### src/rtl/tfd_pkg.sv
package tfd_pkg;
  typedef enum logic [1:0] {
    ST_IDLE = 2'd0,
    ST_ADDR = 2'd1,
    ST_DATA = 2'd2
  } tfd_state_t;
endpackage

### src/rtl/tfd_seq.sv
module tfd_seq
  import tfd_pkg::*;
#(
  parameter int CMD_W  = 4,
  parameter int WIN_W  = 3,
  parameter int MAX_AW = 4,
  parameter int CNT_W  = 3
) (
  input  logic             clk,
  input  logic             rst_n,
  input  logic             req_n,
  input  logic [CMD_W-1:0] op_in,
  input  logic [WIN_W-1:0] win_in,
  input  logic             empty_n,
  input  logic             aempty_n,
  input  logic             dual_now,
  input  logic             addr_done,
  output logic             start,
  output logic             addr_rd_n,
  output logic             data_rd_n,
  output logic             cap_addr,
  output logic             cap_data,
  output logic [CMD_W-1:0] hdr_op,
  output logic [WIN_W-1:0] hdr_win
);
  localparam logic [CNT_W-1:0] LIM_DUAL = CNT_W'(MAX_AW);
  localparam logic [CNT_W-1:0] LIM_SGL  = CNT_W'(MAX_AW / 2);

  tfd_state_t       st_q, st_d;
  logic [CNT_W-1:0] ai_q, ai_d;
  logic [CNT_W-1:0] limit;
  logic             aen_d, den_d;

  assign limit = dual_now ? LIM_DUAL : LIM_SGL;

  always_comb begin
    st_d  = st_q;
    ai_d  = ai_q;
    aen_d = 1'b1;
    den_d = 1'b1;
    start = 1'b0;
    unique case (st_q)
      ST_IDLE: begin
        if (!req_n) begin
          st_d  = ST_ADDR;
          start = 1'b1;
          aen_d = 1'b0;
          ai_d  = CNT_W'(1);
        end
      end
      ST_ADDR: begin
        if (addr_done) begin
          st_d = ST_DATA;
        end else if (ai_q < limit) begin
          aen_d = 1'b0;
          ai_d  = ai_q + CNT_W'(1);
        end
      end
      ST_DATA: begin
        if (req_n) begin
          st_d = ST_IDLE;
        end else if (empty_n && (aempty_n || data_rd_n)) begin
          den_d = 1'b0;
        end
      end
      default: st_d = ST_IDLE;
    endcase
  end

  always_ff @(posedge clk or negedge rst_n) begin
    if (!rst_n) begin
      st_q      <= ST_IDLE;
      ai_q      <= '0;
      addr_rd_n <= 1'b1;
      data_rd_n <= 1'b1;
      cap_addr  <= 1'b0;
      cap_data  <= 1'b0;
      hdr_op    <= '0;
      hdr_win   <= '0;
    end else begin
      st_q      <= st_d;
      ai_q      <= ai_d;
      addr_rd_n <= aen_d;
      data_rd_n <= den_d;
      cap_addr  <= ~addr_rd_n;
      cap_data  <= ~data_rd_n;
      if (start) begin
        hdr_op  <= op_in;
        hdr_win <= win_in;
      end
    end
  end
endmodule

### src/rtl/tfd_addr_asm.sv
module tfd_addr_asm #(
  parameter int NB_W   = 18,
  parameter int MAX_AW = 4,
  parameter int CNT_W  = 3
) (
  input  logic                         clk,
  input  logic                         rst_n,
  input  logic                         start,
  input  logic                         cap_addr,
  input  logic [NB_W-1:0]              nbus,
  output logic                         dual_now,
  output logic                         addr_done,
  output logic                         hdr_valid,
  output logic [MAX_AW*(NB_W-2)-1:0]   hdr_addr,
  output logic                         hdr_dac,
  output logic                         hdr_burst
);
  localparam int HALF_W = NB_W - 2;
  localparam logic [CNT_W-1:0] LIM_DUAL = CNT_W'(MAX_AW);
  localparam logic [CNT_W-1:0] LIM_SGL  = CNT_W'(MAX_AW / 2);

  logic [CNT_W-1:0]  acap;
  logic [CNT_W-1:0]  need;
  logic              first, dual_q, burst_q;
  logic [HALF_W-1:0] word_q [MAX_AW];

  assign first     = cap_addr && (acap == '0);
  assign dual_now  = dual_q | (first & nbus[HALF_W]);
  assign need      = dual_now ? LIM_DUAL : LIM_SGL;
  assign addr_done = cap_addr && ((acap + CNT_W'(1)) == need);
  assign hdr_dac   = dual_q;
  assign hdr_burst = burst_q;

  always_ff @(posedge clk or negedge rst_n) begin
    if (!rst_n) begin
      acap      <= '0;
      dual_q    <= 1'b0;
      burst_q   <= 1'b0;
      hdr_valid <= 1'b0;
    end else begin
      hdr_valid <= addr_done;
      if (start) begin
        acap    <= '0;
        dual_q  <= 1'b0;
        burst_q <= 1'b0;
      end else if (cap_addr) begin
        acap <= acap + CNT_W'(1);
        if (first) begin
          dual_q  <= nbus[HALF_W];
          burst_q <= nbus[HALF_W+1];
        end
      end
    end
  end

  for (genvar w = 0; w < MAX_AW; w++) begin : g_word
    always_ff @(posedge clk or negedge rst_n) begin
      if (!rst_n) begin
        word_q[w] <= '0;
      end else if (start) begin
        word_q[w] <= '0;
      end else if (cap_addr && (acap == CNT_W'(w))) begin
        word_q[w] <= nbus[HALF_W-1:0];
      end
    end
    assign hdr_addr[w*HALF_W +: HALF_W] = word_q[w];
  end
endmodule

### src/rtl/tfd_wcap.sv
module tfd_wcap #(
  parameter int NB_W = 18
) (
  input  logic              clk,
  input  logic              rst_n,
  input  logic              cap_data,
  input  logic [NB_W-1:0]   nbus,
  output logic              wd_valid,
  output logic [NB_W-3:0]   wd_data,
  output logic [1:0]        wd_be
);
  always_ff @(posedge clk or negedge rst_n) begin
    if (!rst_n) begin
      wd_valid <= 1'b0;
      wd_data  <= '0;
      wd_be    <= '0;
    end else begin
      wd_valid <= cap_data;
      if (cap_data) begin
        wd_data <= nbus[NB_W-3:0];
        wd_be   <= nbus[NB_W-1:NB_W-2];
      end
    end
  end
endmodule

### src/rtl/tgt_fifo_drain.sv
module tgt_fifo_drain #(
  parameter int NB_W   = 18,
  parameter int CMD_W  = 4,
  parameter int WIN_W  = 3,
  parameter int MAX_AW = 4
) (
  input  logic                        clk,
  input  logic                        rst_n,
  input  logic                        req_n,
  input  logic [CMD_W-1:0]            op_in,
  input  logic [WIN_W-1:0]            win_in,
  input  logic [NB_W-1:0]             nbus,
  input  logic                        empty_n,
  input  logic                        aempty_n,
  output logic                        addr_rd_n,
  output logic                        data_rd_n,
  output logic                        hdr_valid,
  output logic [MAX_AW*(NB_W-2)-1:0]  hdr_addr,
  output logic                        hdr_dac,
  output logic                        hdr_burst,
  output logic [CMD_W-1:0]            hdr_op,
  output logic [WIN_W-1:0]            hdr_win,
  output logic                        wd_valid,
  output logic [NB_W-3:0]             wd_data,
  output logic [1:0]                  wd_be
);
  localparam int CNT_W = $clog2(MAX_AW + 1);

  logic [1:0] rst_sync;
  logic       rst_s_n;
  logic       start, cap_addr, cap_data, dual_now, addr_done;

  always_ff @(posedge clk or negedge rst_n) begin
    if (!rst_n) rst_sync <= 2'b00;
    else        rst_sync <= {rst_sync[0], 1'b1};
  end
  assign rst_s_n = rst_sync[1];

  tfd_seq #(.CMD_W(CMD_W), .WIN_W(WIN_W), .MAX_AW(MAX_AW), .CNT_W(CNT_W)) u_seq (
    .clk(clk), .rst_n(rst_s_n), .req_n(req_n), .op_in(op_in), .win_in(win_in),
    .empty_n(empty_n), .aempty_n(aempty_n), .dual_now(dual_now), .addr_done(addr_done),
    .start(start), .addr_rd_n(addr_rd_n), .data_rd_n(data_rd_n),
    .cap_addr(cap_addr), .cap_data(cap_data), .hdr_op(hdr_op), .hdr_win(hdr_win)
  );

  tfd_addr_asm #(.NB_W(NB_W), .MAX_AW(MAX_AW), .CNT_W(CNT_W)) u_asm (
    .clk(clk), .rst_n(rst_s_n), .start(start), .cap_addr(cap_addr), .nbus(nbus),
    .dual_now(dual_now), .addr_done(addr_done), .hdr_valid(hdr_valid),
    .hdr_addr(hdr_addr), .hdr_dac(hdr_dac), .hdr_burst(hdr_burst)
  );

  tfd_wcap #(.NB_W(NB_W)) u_wcap (
    .clk(clk), .rst_n(rst_s_n), .cap_data(cap_data), .nbus(nbus),
    .wd_valid(wd_valid), .wd_data(wd_data), .wd_be(wd_be)
  );
endmodule

### config.mk
export PLATFORM = sky130hd
export DESIGN_NAME = tgt_fifo_drain
export DESIGN_NICKNAME = d
export VERILOG_FILES = /design/src/rtl/tfd_pkg.sv /design/src/rtl/tfd_seq.sv /design/src/rtl/tfd_addr_asm.sv /design/src/rtl/tfd_wcap.sv /design/src/rtl/tgt_fifo_drain.sv
export SDC_FILE = /design/constraint.sdc
export NUM_CORES = 1
export LEC_CHECK = 0
export ABC_AREA = 1
export BUFFER_PORTS_ARGS = -buffer_cell sky130_fd_sc_hd__buf_2
export CAP_MARGIN = 20
export CORE_AREA = 2 2 102 94
export CTS_CLUSTER_DIAMETER = 60
export CTS_CLUSTER_SIZE = 40
export DETAILED_ROUTE_END_ITERATION = 12
export DIE_AREA = 0 0 104 96
export GPL_TIMING_DRIVEN = 0
export PLACE_DENSITY = 0.74
export SLEW_MARGIN = 20
export SYNTH_ARGS = -nofsm -noshare
export SYNTH_HDL_FRONTEND = slang
export SYNTH_SLANG_ARGS = --single-unit
### constraint.sdc
create_clock -name clk -period 3.9 [get_ports clk]
set_clock_uncertainty 0.15 [all_clocks]
set_input_delay 0.195 -clock clk [delete_from_list [all_inputs] [get_ports clk]]
set_output_delay 0.195 -clock clk [all_outputs]
set_load 0.02 [all_outputs]
==> results.md, run 1 <==
- The flow ran to the end, and the final reports show no timing, DRC or antenna violations.
- The top cell types in the final layout, fill and taps aside, are 133 x sky130_fd_sc_hd__buf_2, 120 x sky130_fd_sc_hd__nand2_1, 104 x sky130_fd_sc_hd__dfrtp_1.
- Pin placement for this block handled roughly 130 I/O pins.
- The post-CTS setup repair buffer count is 0.
- The number of maximum-capacitance violations is 0.
- The count of nets left with antenna violations once routing finished came out at 0.
- For this design, the CTS-stage hold fixing added 29 buffers.
- In the final routed layout, each cell accounts on average for 14.98 um.
- Of the total power, registers draw a little under two fifths.
- Yosys printed 0 warnings.
- In this run the biggest area consumer among cell types represents a little over three fifths of the synthesized area.
- The filler cells instantiated in the layout total between 700 and 800.
- The insertion delay of the later-clocked pin in the worst-skew pair is roughly 0.37 ns.
- The worst register-to-register path ends at u_seq.ai_q[1].
- Based on the critical path, the design can be clocked at up to ~510 MHz.
- The worst hold path belongs to the class in2reg.
- The number of cells on the worst hold path is 3.
- STA classifies the critical path startpoint as a register.
- Across all register-to-register paths, the minimum setup slack is about 1.9 ns.
- The post-CTS resize count is 0.
- The slowest cell on the critical path is sky130_fd_sc_hd__dfrtp_1.
- The smallest clock period supported by the final layout is computed as slightly below 2 ns.
- The sum of net half-perimeters after detailed placement is 7.241 mm.
- In the global route stage, met3 resource usage came out at between 5 and 6%.
- The maximum ir drop on the vdd rail is between 0.3 and 0.4 mV.
- The library cell used most frequently in the layout, excluding fill and tap cells, is sky130_fd_sc_hd__buf_2.
- The floorplan step defined a die boundary enclosing between 9000 and 10000 um2.
- A synthesized cell averages 10.70 um2.
- Dividing the detail-routed via count by the number of cells gives around 4.8.
- In this design, the stage delay of the slowest critical-path cell is 0.44 ns.
- Summed over all layers, the routed wires come to about 10 mm.
- The pre-CTS setup slack is around 2.0 ns.
- The clock transition time at the flip-flop clock pins of the worst setup and hold paths is around 0.1 ns.
- For the pin with the worst max-slew slack, the measured transition is 0.7095 ns.
- In the global route stage, met1 resource usage came out at roughly 27%.
- The synthesized design spends more area on one cell type than any other, namely sky130_fd_sc_hd__dfrtp_1.
- The post-synthesis cell type count is 28.
- The height of the die is roughly 96 um.
- The startpoint of the worst register-to-register path is u_asm.acap[0].
- Clock tree synthesis selected as its root buffer the cell sky130_fd_sc_hd__clkbuf_8.
- The combinational share of power is 47.7%.
- The number of endpoints with negative hold slack in the final report is 0.
- The area growth from synthesis to layout is 31.06%.
- The first detailed-routing pass took 4 iterations.
- The switching portion of total power is about 45%.
- In this run the most critical hold path is launched from aempty_n.
- In the finished design, the share of the clock period the worst path needs comes to between 50% and 60%.
- The first global-routing pass estimated approximately 16 mm of wire.
- The number of cell instances on the worst register-to-register path is 8.
- The congestion estimate from routability-driven global placement came to about 0.82.
- The tightest slew margin relative to the limit is 52.70%.
- The met2 track utilization from global routing is a little under two fifths.
- Row generation in the floorplan step produced 33 rows.
- The total CTS buffers is 9.
- The post-synthesis instance total is between 300 and 400.
- Counting every net in the synthesized netlist gives 425.
- Global routing finished with a remaining overflow of 0.
- In this run, synthesis produced a sequential element count of 107.
- Setup repair after global routing left no endpoint under its margin.
- The static power due to leakage is 0.002949 uW.
- The element type at the critical path end is a register.
- Internal power comes to approximately 2700 uW.
- The DRC violation count after routing is 0.
- The aggregate negative setup slack is 0 ns.
- The initial standard-cell utilization of the core is a little under half.
- The clock power share is 13.9%.
- Hold is met by 0.01890 ns.
- In the post-route analysis, the smallest setup slack over all paths is ~1.9 ns.
- The core region area is 8919 um2.
- The via count of the routed design is ~3300.
- The sequential fraction of the synthesis area is approximately 64%.
- The worst hold path terminates at u_seq.data_rd_n.
- Setup violations remaining at the end of the flow were counted as 0.
- The number of global-route vias before repair is approximately 3300.
- For this design, the sink count on the clock tree is roughly 110.
- Entering global routing, the biggest net connects 54 pins.
- The number of antenna violations at the first check in global routing was 0.
- After synthesis, the cell types taking the most area are sky130_fd_sc_hd__dfrtp_1 63%, sky130_fd_sc_hd__nand2_1 11%, sky130_fd_sc_hd__o21ai_0 6.0%, sky130_fd_sc_hd__mux2_2 4.9%, sky130_fd_sc_hd__o21ai_1 1.9%.
- The number of I/O port buffers is around 120.
- Across every metal layer, demand over resource in global routing totals about a fifth.
- 0 antenna diodes ended up in the layout.
- The number of pins exceeding their max-slew limit in the final report was 0.
- The class of the most critical setup path is reg2reg.
- Traced cell by cell, the critical path runs through ha_1 > ha_1 > or2_2 > nand2_1 > nand4_2 > nand2_2 > nand2_1 > nand2_1.
- The clock tree synthesis step divided the H-tree into 3 levels.
- TritonCTS built the clock tree.
- The worst-case clock buffer depth is 2.
- The cell with the most instances on the worst path is sky130_fd_sc_hd__nand2_1.
- For this run, the share of the core covered by cells in the final layout is between 60 and 70%.
- The power per cell area is about 900 nW/um2.
- The net switching power figure is between 2000 and 2500 uW.
- The post-synthesis cell area is 4161 um2.
- For the worst setup path, the data arrival time is between 2 and 2.5 ns.
- In this run the worst path has a maximum fanout of 5.
- In the final design database the tool counted between 500 and 600 nets.
- At the worst endpoint, the required time is about 4 ns.
- The fraction of layout cells with a size suffix above 1 is 34.95%.
- The die is between 100 and 150 um wide.
- In this run, the number of DRC markers left after iteration 0 of detailed routing was 136.
- The most heavily used metal layer in global routing is met2.
==> per-layer routing <==
layer / vias up / share of wire (%)
met3: 7 / 5.5
met5: - / 0
li1: 1589 / -
met4: 0 / 1.1
met2: 107 / 49
met1: 1594 / 44
==> per-stage QoR <==
step	cells	power (uW)	instance area (um2)
3_5_place_dp	636	4253	4966
5_1_grt	680	5301	5454
2_1_floorplan	389	3430	4161
4_1_cts	680	4968	5454
6_report	680	4928	5454
3_3_place_gp	635	4167	4935
==> logic make-up (layout without fill, tap and decap cells) <==
| logic type | after synthesis | after routing | synth area share, % |
|---|---|---|---|
| compound gates | 70 | 70 | 8.719 |
| xor+xnor | 1 | 1 | 0.2105 |
| fa+ha+maj | 6 | 6 | 1.804 |
| buf+inv | 37 | 206 | 4.750 |
| flops | 107 | 107 | 64.40 |
| mux | 18 | 18 | 4.871 |
| other cells | 1 | 1 | 0.09011 |
| simple gates | 149 | 149 | 15.15 |
==> how the worst max path moves through the flow <==
| stage | slack, ns | endpoint | cells after the start | startpoint |
|---|---|---|---|---|
| 2_1_floorplan | 0.55 | u_asm.acap[0] | 0 | rst_sync[1] |
| 3_3_place_gp | -0.48 | u_asm.hdr_addr[36] | 0 | rst_sync[1] |
| 3_5_place_dp | 1.99 | u_seq.ai_q[2] | 8 | u_asm.acap[0] |
| 4_1_cts | 1.95 | u_seq.ai_q[1] | 8 | u_asm.acap[0] |
| 5_1_grt | 1.82 | u_seq.ai_q[0] | 8 | u_asm.acap[0] |
| 6_report | 1.95 | u_seq.ai_q[1] | 8 | u_asm.acap[0] |
==> cell usage after synthesis <==
library cell,count
sky130_fd_sc_hd__nand2_1,120
sky130_fd_sc_hd__dfrtp_1,105
sky130_fd_sc_hd__o21ai_0,50
sky130_fd_sc_hd__mux2_2,18
sky130_fd_sc_hd__o21ai_1,16
sky130_fd_sc_hd__inv_1,15
sky130_fd_sc_hd__buf_2,9
sky130_fd_sc_hd__nand3_1,9
sky130_fd_sc_hd__nor2_1,7
sky130_fd_sc_hd__ha_1,6
sky130_fd_sc_hd__buf_4,4
sky130_fd_sc_hd__buf_6,4
sky130_fd_sc_hd__inv_2,3
sky130_fd_sc_hd__nand2_2,3
sky130_fd_sc_hd__a21oi_1,2
sky130_fd_sc_hd__clkbuf_2,2
sky130_fd_sc_hd__dfstp_2,2
sky130_fd_sc_hd__nand3_2,2
sky130_fd_sc_hd__nor2_2,2
sky130_fd_sc_hd__or2_2,2
sky130_fd_sc_hd__a21oi_4,1
sky130_fd_sc_hd__a31oi_1,1
sky130_fd_sc_hd__conb_1,1
sky130_fd_sc_hd__nand4_2,1
sky130_fd_sc_hd__nand4_4,1
sky130_fd_sc_hd__nor3_1,1
sky130_fd_sc_hd__or2_1,1
sky130_fd_sc_hd__xnor2_1,1
==> worst max-delay path: cells and delay by family (launching register included) <==
family / cells / cell delay [ns]
DFF: 1 / 0.44
adders and majority gates: 2 / 0.53
and+or+nand+nor: 6 / 0.78
==> power by group through the flow <==
stage	sequential [uW]	clock, uW	combinational (uW)
after CTS	1890	705	2370
after floorplan	2450	0	983
after detailed placement	1910	0	2350
final	1890	685	2350
after global placement	1890	0	2270
after global routing	1950	739	2610
==> final cells by class <==
type | instances | area [um2] | area share [%]
sequential | 107 | 2684 | 49.21
multi-input combinational | 245 | 1284 | 23.54
timing repair buffer | 154 | 938.4 | 17.21
tap | 122 | 152.6 | 2.799
buffer | 19 | 130.1 | 2.386
clock buffer | 9 | 123.9 | 2.271
clock inverter | 6 | 73.82 | 1.354
inverter | 18 | 67.56 | 1.239
==> state kept, by name (all words and copies together) (netlist names) <==
signal and flops:
u_seq.data_rd_n 1, u_asm.hdr_valid 1, u_asm.hdr_burst 1, u_wcap.wd_be 2, rst_sync 2, u_wcap.wd_valid 1, u_seq.ai_q 3, u_wcap.wd_data 16
u_seq.st_q 2, u_seq.hdr_win 3, u_asm.acap 3, u_asm.hdr_addr 64, u_seq.addr_rd_n 1, u_seq.hdr_op 4, u_seq.cap_addr 1, u_asm.hdr_dac 1
u_seq.cap_data 1
Power figures use the tool's default switching activity.
==> run 2, diff against run 1 <==
--- a/config.mk
+++ b/config.mk
@@ -8,11 +8,11 @@
 export ABC_AREA = 1
 export BUFFER_PORTS_ARGS = -buffer_cell sky130_fd_sc_hd__buf_2
 export CAP_MARGIN = 20
-export CORE_AREA = 2 2 102 94
+export CORE_AREA = 2 2 104 96
 export CTS_CLUSTER_DIAMETER = 60
 export CTS_CLUSTER_SIZE = 40
 export DETAILED_ROUTE_END_ITERATION = 12
-export DIE_AREA = 0 0 104 96
+export DIE_AREA = 0 0 106 98
 export GPL_TIMING_DRIVEN = 0
 export PLACE_DENSITY = 0.74
 export SLEW_MARGIN = 20
==> constraint.sdc (replaced) <==
create_clock -name clk -period 1.6 [get_ports clk]
set_clock_uncertainty 0.15 [all_clocks]
set_input_delay 0.08 -clock clk [delete_from_list [all_inputs] [get_ports clk]]
set_output_delay 0.08 -clock clk [all_outputs]
set_load 0.02 [all_outputs]
==> results.md, run 2 (synthesis gave the netlist of run 1 again) <==
- The floorplan row count is 34.
- The post-route fraction of the period consumed by the critical path is 105.5%.
- The non-filler instance count after layout is between 600 and 700.
- The number of endpoints with negative hold slack in the final report is 0.
- The net switching power figure is between 5000 and 6000 uW.
- Once detail routing completed, the nets flagged for antenna violations numbered 0.
- For this configuration, the core starts out at a cell density of between 40% and 50%.
- The critical path's largest stage delay is 0.41 ns.
- The core region area is roughly 9400 um2.
- The final routed wire length divided by cell count is between 15 and 20 um.
- The signal on the critical path passes through ha_2 > ha_4 > or2_4 > nand2_4 > nand4_4 > nand2_4 > nand2_1 > nand2_1.
- For flop-to-flop paths, the worst setup slack is -0.09 ns.
- The full die area is just over 10000 um2.
- The finished cells cover roughly 5600 um2.
- The largest fanout of any net on the critical path is 5.
- The launching element type of the critical path is a register.
- The number of DRC violations after detailed-routing iteration 0 is between 100 and 150.
- The total CTS buffers is 9.
- The number of cells on the worst reg-to-reg path is 8.
- CTS saw between 100 and 150 sinks.
- The DRC violation count after routing is 0.
- For this design the static power due to leakage is approximately 0.003 uW.
- The final critical delay including setup and external delays is about 1.7 ns.
- Per report_power, the sequential group accounts for between 30% and 40% of the total.
- In the post-route analysis, the smallest setup slack over all paths is -0.08792 ns.
- The critical path starts at u_asm.acap[1].
- The clock network burns around 14% of the power.
- The arrival time of data at the critical path endpoint is 1.85 ns.
- The tightest slew margin relative to the limit is 54.80%.
- The worst min-delay path class is reg2reg.
- The detailed router put a total of 4.579 mm of wire on met1.
- The cell at the root of the clock tree is sky130_fd_sc_hd__clkbuf_8.
- The number of pins exceeding their max-slew limit in the final report was 0.
- The critical register-to-register path endpoint is u_seq.ai_q[2].
- The total routed wirelength is 10.66 mm.
- The count of cell instances traversed by the critical path is 8.
- The placed standard-cell area is around 5000 um2.
- Leaving out fill and tap cells, the most frequent cells in the layout are 126 x sky130_fd_sc_hd__buf_2, 118 x sky130_fd_sc_hd__nand2_1, 104 x sky130_fd_sc_hd__dfrtp_1.
- The height of the die is about 98 um.
- The library cell used most frequently in the layout, excluding fill and tap cells, is sky130_fd_sc_hd__buf_2.
- The slowest stage of the critical path is the sky130_fd_sc_hd__dfrtp_1 cell.
- The fraction of layout cells with a size suffix above 1 is 36.81%.
- In the detailed route, the total length drawn on met3 is 484 um.
- The element type at the critical path end is a register.
- The destination of the critical timing path is u_seq.ai_q[2].
- The flip-flop count of the largest register after layout is 64.
- Net switching is between 40% and 50% of the power.
- Global routing used 21.56% of the available tracks.
- The horizontal die dimension is around 110 um.
- At the end of routability-driven placement, the weighted congestion stood at slightly above 0.8.
- After routing, the total negative slack on setup checks comes to -0.3533 ns.
- The kind of cell with the highest combined delay along the critical path is simple AND/OR/NAND/NOR gates.
- At the later pin of the worst-skew pair, clock insertion delay measures about 0.37 ns.
- The worst-case clock buffer depth is 2.
- The number of I/O port buffers is around 120.
- The uppermost layer routed is met4.
- The global-route wire length before repair is approximately 17 mm.
- The final reports fail on negative setup slack.
- The class of the most critical setup path is reg2reg.
- The H-tree generated during clock tree synthesis spans 3 levels.
- The number of global-route vias before repair is roughly 3400.
- The maximum achievable frequency is just under 600 MHz.
- The largest net degree at the start of global routing is 57.
- The number of antenna violations at the first check in global routing is 0.
- The repair_antennas step left the layout with diodes totalling 0.
- The number of nets in the final layout is just under 600.
- Relative to the synthesized area, the layout overhead comes to 35.36%.
- The detailed-routing iteration count for the pre-antenna-repair pass is 4.
- The total overflow left after global routing is 0.
- The startpoint of the worst register-to-register path is u_asm.acap[1].
- Setup repair after global routing could not meet its margin everywhere.
- The transition time of the tightest slew-check pin is approximately 0.68 ns.
- The routed layout has between 3000 and 4000 vias.
- The maximum ir drop on the vdd rail is roughly 0.9 mV.
- The amount of wire on met2 after detailed routing is around 5.3 mm.
- The number of buffers and inverters on the critical path is 0.
- The number of maximum-capacitance violations is 0.
- Using the TritonRoute via totals, the vias-per-cell ratio works out to between 4 and 5.
- After detailed placement, the design holds a cell count of 640.
- TritonCTS built the clock tree.
- Setup violations remaining at the end of the flow were counted as 8.
- For this design the top-level I/O count stands at between 100 and 150.
- At the worst endpoint, the required time is around 1.8 ns.
- Summed over all nets, the half-perimeter wirelength after detailed placement is around 7.4 mm.
- The number of filler cells placed in the layout is about 780.
- Internal power comes to about 7100 uW.
- The power per cell area is roughly 2200 nW/um2.
- Combinational logic burns between 40% and 50% of the power.
- After clock tree synthesis, the clock-pin slew on the worst setup and hold paths is 0.10 ns.
- The flow ran to the end, but the final reports show violations.
[run 2: how the worst min path moves through the flow]
stage / from / end / slack (ns) / cells after the start
after detailed placement: rst_n / rst_sync[0] / -0.28 / 1
after global placement: rst_n / rst_sync[0] / -0.28 / 1
after floorplan: rst_n / rst_sync[0] / -0.37 / 0
after global routing: rst_sync[0] / rst_sync[1] / 0.22 / 0
after CTS: rst_sync[0] / rst_sync[1] / 0.22 / 0
final: rst_sync[0] / rst_sync[1] / 0.21 / 0
[run 2: area by class of cell]
class / count / area (um2) / share of cell area, %
multi-input cells: 245 / 1338 / 23.74
plain buffers: 19 / 176.4 / 3.132
inverters: 18 / 67.56 / 1.199
repair buffers: 160 / 985.9 / 17.50
flip-flops and latches: 107 / 2684 / 47.65
well taps: 126 / 157.7 / 2.799
clock buffers: 9 / 123.9 / 2.199
clock inverters: 7 / 100.1 / 1.777
[run 2: power groups by stage]
stage	logic, uW	clock network [uW]	registers [uW]
final	6200	1840	4630
after floorplan	2490	0	5970
after global placement	5620	0	4620
after detailed placement	5820	0	4660
after global routing	6760	1990	4770
after CTS	6030	1880	4610
[run 2: per-layer routing]
metal | vias up | GRT usage [%]
met5 | - | 0
met4 | 0 | 7.895
met3 | 20 | 4.339
met2 | 99 | 36.67
met1 | 1636 | 27.49
li1 | 1598 | -
[run 2: metrics by stage]
stage	hold slack (ns)	utilization, %	total power, uW	setup slack (ns)
final	0.2149	59.91	12660	-0.08792
after floorplan	-0.3656	-	8455	-0.01890
after CTS	0.2201	59.29	12520	-0.08831
after global placement	-0.2824	52.94	10250	-0.09363
after global routing	0.2238	59.91	13510	-0.1567
after detailed placement	-0.2817	53.23	10480	-0.1296
[run 2: repair_timing]
action,in CTS,in global routing
hold buffers,30,0
resized for setup,10,23
buffers inserted,3,2
pin swaps,3,3
hold endpoints to repair,95,0
setup endpoints to repair,36,74
gates cloned,0,0
==> run 3, diff against run 2 <==
--- a/config.mk
+++ b/config.mk
@@ -8,11 +8,11 @@
 export ABC_AREA = 1
 export BUFFER_PORTS_ARGS = -buffer_cell sky130_fd_sc_hd__buf_2
 export CAP_MARGIN = 20
-export CORE_AREA = 2 2 104 96
+export CORE_AREA = 2 2 102 94
 export CTS_CLUSTER_DIAMETER = 60
 export CTS_CLUSTER_SIZE = 40
 export DETAILED_ROUTE_END_ITERATION = 12
-export DIE_AREA = 0 0 106 98
+export DIE_AREA = 0 0 104 96
 export GPL_TIMING_DRIVEN = 0
 export PLACE_DENSITY = 0.74
 export SLEW_MARGIN = 20
==> constraint.sdc (replaced) <==
create_clock -name clk -period 1.85 [get_ports clk]
set_clock_uncertainty 0.15 [all_clocks]
set_input_delay 0.0925 -clock clk [delete_from_list [all_inputs] [get_ports clk]]
set_output_delay 0.0925 -clock clk [all_outputs]
set_load 0.02 [all_outputs]
==> results.md, run 3 (synthesis gave the netlist of run 1 again) <==
- The cell at the root of the clock tree is sky130_fd_sc_hd__clkbuf_8.
- For this run, the total global-route usage over all layers was measured as between 20% and 30%.
- The number of levels in the clock H-tree is 3.
- Setup repair after global routing left no endpoint under its margin.
- Across the run, the number of max-cap violations was 0.
- The analysis attributes to cell leakage a power of around 0.003 uW.
- Routability-driven placement finished with a final weighted congestion of a little under 0.8.
- The slowest cell on the critical path is sky130_fd_sc_hd__dfrtp_1.
- Detailed placement finished with a half-perimeter wire length of 7.436 mm.
- After layout, the worst setup slack is ~0.11 ns.
- On the worst path, the slowest cell contributes a delay of approximately 0.44 ns.
- Once placement completed, the tool counted placed cells totaling 637.
- The final critical delay including setup and external delays is about 1.7 ns.
- The required time of the worst setup path is about 2.0 ns.
- Global routing finished with a remaining overflow of 0.
- The run finished with clean final reports.
- In this run the power density over the cells is 1915 nW/um2.
- For this run, design rule violations remaining after detail routing come to 0.
- From bottom edge to top edge, the die measures about 96 um.
- The detailed-routing wirelength on met1 is between 4 and 5 mm.
- The post-route worst hold slack is between 0.1 and 0.15 ns.
- The total CTS buffers is 9.
- The worst path uses a little over nine tenths of the clock period.
- The count of inserted antenna diode cells is 0.
- The number of pins exceeding their max-slew limit in the final report was 0.
- Detailed routing inserted a total of about 3400 vias.
- The placed standard-cell area is 4979 um2.
- The class of the most critical setup path is reg2reg.
- The cell with the most instances on the worst path is sky130_fd_sc_hd__nand2_1.
- The highest layer touched by signal routing is met4.
- The clock sink count is 107.
- STA classifies the critical path endpoint as a register.
- The worst-case IR drop observed on VDD is about 0.78 mV.
- From left edge to right edge, the die measures between 100 and 150 um.
- The number of nets in the final layout is approximately 600.
- Traced cell by cell, the critical path runs through ha_2 > ha_4 > or2_4 > nand2_2 > nand4_4 > nand2_4 > nand2_1 > nand2_1.
- The post-route antenna net violation count is 0.
- The number of I/O port buffers is 124.
- The initial standard-cell utilization of the core is a little under half.
- The number of DRC violations after detailed-routing iteration 0 is approximately 110.
- The amount of wire on met2 after detailed routing is slightly above 5 mm.
- Leaving out fill and tap cells, the most frequent cells in the layout are 133 x sky130_fd_sc_hd__buf_2, 119 x sky130_fd_sc_hd__nand2_1, 104 x sky130_fd_sc_hd__dfrtp_1.
- The number of global-route vias before repair is 3402.
- The floorplan step defined a die boundary enclosing ~10000 um2.
- Pin placement for this block handled around 130 I/O pins.
- The worst setup path is launched from a register.
- Leaving out fill and tap cells, the most frequent cell in the layout is sky130_fd_sc_hd__buf_2.
- The number of antenna violations at the first check in global routing came to 0.
- The clock transition time at the flip-flop clock pins of the worst setup and hold paths is roughly 0.1 ns.
- After the flow finishes, the layout carries non-filler instances totaling between 600 and 700.
- The routed design has 10.41 mm of wire.
- The aggregate negative setup slack is 0 ns.
- The total area inside the core boundary comes to 8919 um2.
- The first TritonRoute pass finished after 4 iterations.
- The largest fanout of any net on the critical path is 5.
- With fillers left out, the area of the finished cells amounts to ~5600 um2.
- At the later pin of the worst-skew pair, clock insertion delay measures 0.37 ns.
- The number of endpoints with negative hold slack in the final report was 0.
- For the worst setup path, the data arrival time is between 1.5 and 2 ns.
- TritonCTS built the clock tree.
- Derived from the worst setup path, the maximum achievable clock frequency is about 570 MHz.
- The largest net degree at the start of global routing is 40.
- In the routed layout, each cell is associated on average with a via count of about 5.
- The worst min-delay path class is reg2async.
- The worst path buffer plus inverter count is 0.
- The final routed wire length divided by cell count is around 15 um.
- Row generation in the floorplan step produced 33 rows.
- The global-route wire length before repair is 17.04 mm.
- Setup violations remaining at the end of the flow were counted as 0.
- Among cell families on the critical path, the largest total delay comes from simple AND/OR/NAND/NOR gates.
- The met3 wirelength from detailed routing is slightly below 600 um.
- Of the cells placed in the final design, the portion with a size suffix greater than 1 is a little over a third.
- The clock passes through at most 2 buffers.
- The register with the most flip-flops in the layout has 64 of them.
- Relative to the synthesized area, the layout overhead comes to 33.85%.
- The pre-CTS setup slack is -0.09501 ns.
[run 3: changes by cell type in the layout (fill, tap and decap cells not counted), sizes merged]
cell      before  now
clkinvlp       2    0
clkinv         1    4
bufinv         2    1
[run 3: area by class of cell]
cell class	instances	area [um2]
Clock inverter	7	86.33
Multi-Input combinational cell	245	1335
Timing Repair Buffer	160	991.0
Tap cell	122	152.6
Clock buffer	9	123.9
Fill cell	777	3348
Sequential cell	107	2684
Inverter	18	67.56
Buffer	19	130.1
[run 3: worst paths after layout]
| check | startpoint | end | slack (ns) | cells after the start |
|---|---|---|---|---|
| hold / removal | rst_sync[1] | u_wcap.wd_data[0] | 0.15 | 0 |
| setup / recovery | u_asm.acap[0] | u_seq.ai_q[2] | 0.11 | 8 |
| hold reg to reg | rst_sync[1] | u_wcap.wd_data[0] | 0.15 | 0 |
| max in group asynchronous | rst_sync[1] | u_seq.data_rd_n | 0.80 | 1 |
| min in group clk | rst_sync[0] | rst_sync[1] | 0.21 | 0 |
| setup reg to reg | u_asm.acap[0] | u_seq.ai_q[2] | 0.11 | 8 |
[run 3: repair_timing]
| item | in CTS | in global routing |
|---|---|---|
| setup endpoints to repair | 4 | 11 |
| hold buffers | 30 | 0 |
| buffers inserted | 3 | 1 |
| hold endpoints to repair | 95 | 0 |
| gates resized for setup | 4 | 5 |
| cloned | 0 | 0 |
| pin swaps | 1 | 3 |
[run 3: stage by stage]
stage | util (%) | total power [uW]
after floorplan | - | 7232
after global placement | 55.37 | 8787
after detailed placement | 55.82 | 8993
after CTS | 62.12 | 10640
after global routing | 62.46 | 11470
final | 62.46 | 10670
[run 3: routing by layer]
| layer | vias up | global-route usage [%] |
|---|---|---|
| li1 | 1610 | - |
| met1 | 1650 | 27.86 |
| met2 | 99 | 38.32 |
| met3 | 13 | 5.552 |
| met4 | 0 | 6.306 |
| met5 | - | 0 |
[run 3: power breakdown]
part	leakage [uW]	switching [uW]	internal, uW	total [uW]
logic	0.00152	3350	1860	5200
registers	0.00136	582	3400	3980
clock network	0.000107	830	649	1480
total	0.00299	4760	5910	10700
